==> config.mk <==
export PLATFORM = sky130hd
export DESIGN_NAME = pair_issue_gate
export DESIGN_NICKNAME = d
export VERILOG_FILES = /design/src/rtl/pair_issue_pkg.sv /design/src/rtl/pair_issue_dp.sv /design/src/rtl/pair_issue_ctrl.sv /design/src/rtl/pair_issue_gate.sv
export SDC_FILE = /design/constraint.sdc
export NUM_CORES = 1
export LEC_CHECK = 0
export BUFFER_PORTS_ARGS = -buffer_cell sky130_fd_sc_hd__buf_2
export CORE_ASPECT_RATIO = 0.7
export CORE_MARGIN = 1
export CORE_UTILIZATION = 40
export DETAILED_ROUTE_END_ITERATION = 8
export GPL_TIMING_DRIVEN = 0
export PLACE_DENSITY_LB_ADDON = 0.2
export SLEW_MARGIN = 20
export SYNTH_ARGS = -nofsm -noshare
export SYNTH_HDL_FRONTEND = slang
export SYNTH_SLANG_ARGS = --single-unit
==> constraint.sdc <==
create_clock -name clk -period 1.6 [get_ports clk]
set_input_delay 0.16 -clock clk [delete_from_list [all_inputs] [get_ports clk]]
set_output_delay 0.16 -clock clk [all_outputs]
set_load 0.005 [all_outputs]
==> src/rtl/pair_issue_pkg.sv <==
package pair_issue_pkg;
  localparam int REG_W  = 5;
  localparam int UNIT_W = 2;
  localparam int LAT_W  = 2;

  typedef struct packed {
    logic [REG_W-1:0]  dst;
    logic [REG_W-1:0]  srcA;
    logic [REG_W-1:0]  srcB;
    logic [UNIT_W-1:0] unit;
    logic [LAT_W-1:0]  lat;
    logic              branch;
  } piInstr_t;

  // control -> datapath strobes
  typedef struct packed {
    logic load;
    logic issue0;
    logic issue1;
  } piStrobe_t;

  // datapath -> control status
  typedef struct packed {
    logic anyBusy;
    logic sameUnit;
    logic rawPair;
    logic warPair;
    logic wawPair;
    logic slot0Multi;
    logic slot0Branch;
  } piStatus_t;
endpackage

==> src/rtl/pair_issue_dp.sv <==
module pair_issue_dp
  import pair_issue_pkg::*;
#(
  parameter int NUM_UNITS = 3,
  parameter int MAX_LAT   = 2
) (
  input  logic              clk,
  input  logic              rstN,
  input  piStrobe_t         strobe,
  input  logic              held0,
  input  logic              held1,
  input  piInstr_t          in0,
  input  piInstr_t          in1,
  output piStatus_t         status,
  output logic [UNIT_W-1:0] issueUnit0,
  output logic [UNIT_W-1:0] issueUnit1,
  output logic              hazRaw,
  output logic              hazWar,
  output logic              hazWaw
);
  localparam int CNT_W = (MAX_LAT > 2) ? $clog2(MAX_LAT) : 1;

  piInstr_t pair0, pair1;
  logic [NUM_UNITS-1:0] busyVec;

  always_ff @(posedge clk or negedge rstN) begin
    if (!rstN) begin
      pair0 <= '0;
      pair1 <= '0;
    end else if (strobe.load) begin
      pair0 <= in0;
      pair1 <= in1;
    end
  end

  logic dst0Live, dst1Live;
  assign dst0Live = (pair0.dst != '0);
  assign dst1Live = (pair1.dst != '0);

  always_comb begin
    status             = '0;
    status.anyBusy     = |busyVec;
    status.sameUnit    = (pair0.unit == pair1.unit);
    status.rawPair     = dst0Live && ((pair1.srcA == pair0.dst) || (pair1.srcB == pair0.dst));
    status.warPair     = dst1Live && ((pair1.dst == pair0.srcA) || (pair1.dst == pair0.srcB));
    status.wawPair     = dst0Live && (pair1.dst == pair0.dst);
    status.slot0Multi  = (pair0.lat > LAT_W'(1));
    status.slot0Branch = pair0.branch;
  end

  assign hazRaw     = held0 && held1 && status.rawPair;
  assign hazWar     = held0 && held1 && status.warPair;
  assign hazWaw     = held0 && held1 && status.wawPair;
  assign issueUnit0 = pair0.unit;
  assign issueUnit1 = pair1.unit;

  // per-unit countdown of extra execution cycles
  for (genvar u = 0; u < NUM_UNITS; u++) begin : gUnit
    logic [CNT_W-1:0] remain;
    always_ff @(posedge clk or negedge rstN) begin
      if (!rstN) begin
        remain <= '0;
      end else if (strobe.issue0 && pair0.unit == UNIT_W'(u) && pair0.lat > LAT_W'(1)) begin
        remain <= CNT_W'(pair0.lat - LAT_W'(1));
      end else if (strobe.issue1 && pair1.unit == UNIT_W'(u) && pair1.lat > LAT_W'(1)) begin
        remain <= CNT_W'(pair1.lat - LAT_W'(1));
      end else if (remain != '0) begin
        remain <= remain - CNT_W'(1);
      end
    end
    assign busyVec[u] = (remain != '0);
  end

  // a running multi-cycle unit blocks every issue
  a_r9_busy_blocks: assert property (@(posedge clk) disable iff (!rstN)
    status.anyBusy |-> (!strobe.issue0 && !strobe.issue1));
  // issuing a 2-cycle op makes the next cycle a stall cycle
  a_r9_stall_after_multi: assert property (@(posedge clk) disable iff (!rstN)
    (strobe.issue0 && pair0.lat == LAT_W'(2) && pair0.unit < UNIT_W'(NUM_UNITS)) |=> !strobe.issue0 && !strobe.issue1);
  // a pair with a read-after-write never issues together
  a_r5_raw_split: assert property (@(posedge clk) disable iff (!rstN)
    (strobe.issue0 && strobe.issue1) |-> !status.rawPair);
  // a pair with a write-after-write never issues together
  a_r6_waw_split: assert property (@(posedge clk) disable iff (!rstN)
    (strobe.issue0 && strobe.issue1) |-> !status.wawPair);
  // two issues in one cycle always go to distinct units
  a_r4_distinct_units: assert property (@(posedge clk) disable iff (!rstN)
    (strobe.issue0 && strobe.issue1) |-> (issueUnit0 != issueUnit1));
endmodule

==> src/rtl/pair_issue_ctrl.sv <==
module pair_issue_ctrl
  import pair_issue_pkg::*;
(
  input  logic      clk,
  input  logic      rstN,
  input  logic      pairValid,
  input  piStatus_t status,
  output logic      pairReady,
  output piStrobe_t strobe,
  output logic      held0,
  output logic      held1
);
  logic coIssueOk;

  assign pairReady = !held0 && !held1;
  assign coIssueOk = !status.sameUnit && !status.rawPair && !status.wawPair &&
                     !status.slot0Multi && !status.slot0Branch;

  always_comb begin
    strobe        = '0;
    strobe.load   = pairValid && pairReady;
    strobe.issue0 = held0 && !status.anyBusy;
    if (held0) strobe.issue1 = held1 && strobe.issue0 && coIssueOk;
    else       strobe.issue1 = held1 && !status.anyBusy;
  end

  always_ff @(posedge clk or negedge rstN) begin
    if (!rstN) begin
      held0 <= 1'b0;
      held1 <= 1'b0;
    end else if (strobe.load) begin
      held0 <= 1'b1;
      held1 <= 1'b1;
    end else begin
      if (strobe.issue0) held0 <= 1'b0;
      if (strobe.issue1) held1 <= 1'b0;
    end
  end

  // an accepted pair closes the input on the next cycle
  a_r1_accept_closes: assert property (@(posedge clk) disable iff (!rstN)
    (pairValid && pairReady) |=> !pairReady);
  // nothing issues while the slots are empty
  a_r1_idle_quiet: assert property (@(posedge clk) disable iff (!rstN)
    pairReady |-> (!strobe.issue0 && !strobe.issue1));
  // slot 1 never overtakes a slot 0 that is still waiting
  a_r3_no_overtake: assert property (@(posedge clk) disable iff (!rstN)
    (strobe.issue1 && held0) |-> strobe.issue0);
  // a branch in slot 0 keeps slot 1 back by at least a cycle
  a_r10_branch_first: assert property (@(posedge clk) disable iff (!rstN)
    (strobe.issue0 && status.slot0Branch) |-> !strobe.issue1);
endmodule

==> src/rtl/pair_issue_gate.sv <==
module pair_issue_gate
  import pair_issue_pkg::*;
#(
  parameter int NUM_UNITS = 3,
  parameter int MAX_LAT   = 2
) (
  input  logic              clk,
  input  logic              rstN,
  input  logic              pairValid,
  output logic              pairReady,
  input  logic [REG_W-1:0]  s0Dst,
  input  logic [REG_W-1:0]  s0SrcA,
  input  logic [REG_W-1:0]  s0SrcB,
  input  logic [UNIT_W-1:0] s0Unit,
  input  logic [LAT_W-1:0]  s0Lat,
  input  logic              s0Branch,
  input  logic [REG_W-1:0]  s1Dst,
  input  logic [REG_W-1:0]  s1SrcA,
  input  logic [REG_W-1:0]  s1SrcB,
  input  logic [UNIT_W-1:0] s1Unit,
  input  logic [LAT_W-1:0]  s1Lat,
  input  logic              s1Branch,
  output logic              issue0,
  output logic [UNIT_W-1:0] issue0Unit,
  output logic              issue1,
  output logic [UNIT_W-1:0] issue1Unit,
  output logic              hazRaw,
  output logic              hazWar,
  output logic              hazWaw
);
  piInstr_t  in0, in1;
  piStrobe_t strobe;
  piStatus_t status;
  logic      held0, held1;

  assign in0 = '{dst: s0Dst, srcA: s0SrcA, srcB: s0SrcB, unit: s0Unit, lat: s0Lat, branch: s0Branch};
  assign in1 = '{dst: s1Dst, srcA: s1SrcA, srcB: s1SrcB, unit: s1Unit, lat: s1Lat, branch: s1Branch};

  pair_issue_ctrl uCtrl (
    .clk       (clk),
    .rstN      (rstN),
    .pairValid (pairValid),
    .status    (status),
    .pairReady (pairReady),
    .strobe    (strobe),
    .held0     (held0),
    .held1     (held1)
  );

  pair_issue_dp #(.NUM_UNITS(NUM_UNITS), .MAX_LAT(MAX_LAT)) uDp (
    .clk        (clk),
    .rstN       (rstN),
    .strobe     (strobe),
    .held0      (held0),
    .held1      (held1),
    .in0        (in0),
    .in1        (in1),
    .status     (status),
    .issueUnit0 (issue0Unit),
    .issueUnit1 (issue1Unit),
    .hazRaw     (hazRaw),
    .hazWar     (hazWar),
    .hazWaw     (hazWaw)
  );

  assign issue0 = strobe.issue0;
  assign issue1 = strobe.issue1;
endmodule

==> metrics.cfg <==
[sta]
hold_viol=0
rsz0062_at_grt=true
slew_headroom_pct=63.2
worst_pin_slew_ps=552
max_freq_mhz=545
setup_ws_ps=-235
finalSetupViolations=4
period_minus_slack_ps=1830
maxSlewViolCount=0
period_share_pct=115
skew_ps=5.96
hold-worst-slack_ps=72.9

[route]
first_iter_violations=66
viasPerCell=4.86
drt-wirelength-per-cell_um=13.8
ant_nets=0
drc_errors=0
dr_total_vias=1542
drtPass1Iterations=4
drt-total-wl_um=4370

[final_layout]
multiInputGateArea_um2=1080
nNetsFinal=287
fin_cells=317
post-route-util_pct=53.5
post_route_cells_drive_above_1_share_pct=42.9
regArea_um2=1120
syn_to_final_growth_pct=28.6
diodes=0
fill_cells=494

[clock_tree]
clkTransAtPathRegs_ps=80
clock-sinks=44
cts-root-buf=clkbuf_8
numCtsBuffers=5
htreeDepth=2
cts_tree=yes
clock_latency_ps=290
cts_buffer_depth=2

[synth]
synth_cells=180
syn_avg_cell_area_um2=12.1
synthesis.nets=223
synth_top_area_share_pct=50.6
ys_ff_latch=44
synth_cell_types=30
syn-cell-area_um2=2180
yosys.area.top_type=dfrtp_1
synth_warnings=0
yosysSeqAreaShare_pct=50.6
synth.area.top_cells=dfrtp_1 51%, mux2_1 18%, xor2_1 8.0%, nor3_1 3.0%, xnor2_1 2.8%

[die]
initial_utilization_pct=41.6
die_w_um=90.2
io_pins=53
die_h_um=63.7
die_area_um2=5750
rows=22
fp.coreArea_um2=5230

[hold_path]
hold_start=s1Unit[0]
hold_path_class=input port to flip-flop
holdPathEnd=uDp.issueUnit1[0]$_DFFE_PN0P_
hold_depth=3

[critical_path]
r2r-start=uDp.issueUnit0[0]$_DFFE_PN0P_
path_max_fanout=5
rr_worst_depth=6
cp.required_ps=1440
timing.rr.end=uCtrl.held1$_DFFE_PN0P_
crit_type=flip-flop to primary output
critPathLaunchType=flip-flop
cp-startpoint=uDp.pair0[17]$_DFFE_PN0P_
r2r_setup_slack_ps=0
arrival_ps=1670
crit_path_end_kind=primary output

[placed_design]
place_congestion=0.806
dp.cells=303
hpwl_um=3160
portBuffers=51

[global_routing]
grt_overflow_total=0
grt_pass1_vias=1549
grt_start_max_net_pins=45
grt_pass1_wl_um=7570
grt_util_all_layers_pct=16.9
antenna_found_initial=0

[pwr]
power.total_uw=5540
p_leak_uw=0.00125
powerDensity_nw_per_um2=1980
peakVddDrop_uv=868

[job]
max_cap_violations=0

[status]
outcome=finished with violations
violations=setup timing

==> power by group <==
| group | internal (uW) | switching (uW) | leakage [uW] |
|---|---|---|---|
| Clock | 351 | 367 | 0.0000445 |
| Combinational | 1410 | 1050 | 0.000695 |
| Sequential | 1700 | 665 | 0.000512 |
==> repair_timing <==
item,4_1_cts,5_1_grt
hold endpoints to repair,0,44
setup endpoints to repair,12,42
hold buffers,0,1
resized for setup,19,18
pin swaps,13,9
buffers inserted,3,3
==> logic make-up after synthesis <==
logic type / Yosys count / synth area share, %
flip-flops: 44 / 50.6
buffers and inverters: 12 / 3.56
AND/OR/NAND/NOR: 43 / 10.6
multiplexers: 37 / 19.1
AO/OA/AOI/OAI: 17 / 5.23
XOR/XNOR: 27 / 10.9
==> cell usage after synthesis <==
master and count:
a211oi_1 1, a21o_2 1, a21oi_1 3, a31o_1 1
a31oi_1 2, a32oi_1 1, and2_1 3, and2b_1 2
buf_2 2, buf_4 8, dfrtp_1 44, inv_1 2
mux2_1 34, mux2_2 3, nand2_1 9, nand3_1 2
nand3b_1 1, nand4_1 1, nor2_1 7, nor3_1 13
nor3b_2 1, nor4_1 1, o2111ai_1 2, o211a_1 1
o21ai_0 2, o21ai_1 3, or3_4 2, or4_1 1
xnor2_1 7, xor2_1 20
==> routing by layer <==
layer | global-route usage, % | part of all wire [%] | vias to the layer above
met2 | 24.0 | 44 | 36
met4 | 3.63 | 0.48 | 0
met5 | 0 | 0 | -
met1 | 25.3 | 51 | 745
met3 | 4.47 | 4.8 | 4
li1 | - | - | 757
==> per-stage QoR <==
| stage | cell area [um^2] | TNS (ps) | worst slack, ps |
|---|---|---|---|
| CTS | 2690 | -709 | -254 |
| global placement | 2520 | -416 | -144 |
| finish | 2800 | -677 | -235 |
| floorplan | 2180 | 0 | 118 |
| global route | 2800 | -1140 | -305 |
| detailed placement | 2520 | -515 | -162 |
==> cells in the final DEF, fill, tap and decap left out, types with 3 or more instances in the layout <==
cell and count:
buf_2 50, mux2_1 34, dfrtp_1 32, xor2_1 20, dfrtp_2 12, buf_4 10, nand2_1 9, nor2_1 7
nor3_1 7, clkbuf_8 6, nor3_2 5, xnor2_1 4, buf_6 4, and2_1 3, xnor2_2 3, a21oi_1 3
mux2_2 3
==> area by class of cell <==
| cell class | instances | share of cell area, % |
|---|---|---|
| repair buffers | 58 | 11.3 |
| well taps | 72 | 3.22 |
| inverters | 2 | 0.268 |
| plain buffers | 9 | 3.35 |
| multi-input cells | 124 | 38.6 |
| clock buffers | 7 | 3.08 |
| clock inverters | 1 | 0.268 |
| flip-flops and latches | 44 | 39.9 |
==> sequential cells by signal (all words and copies together) (netlist names) <==
register,count
uDp.gUnit.remain,3
uDp.pair1,17
uDp.pair0,17
uCtrl.held0,1
uDp.issueUnit0,2
uDp.issueUnit1,2
uCtrl.held1,1
uDp.status,1
==> worst max-delay path by stage <==
stage	end	slack (ps)
after detailed placement	issue1	-160
after CTS	issue1	-250
after global routing	issue1	-310
final	issue1	-230
after global placement	issue1	-140
after floorplan	uDp.issueUnit1[1]$_DFFE_PN0P_	120
==> critical path: stages (launching register included) <==
cell	delay, ps
dfrtp_2	450
xor2_1	160
nor3_2	200
a32oi_2	180
o21ai_2	200
nand2_1	70
buf_2	130
No activity file was read; power rests on OpenSTA's default activity.
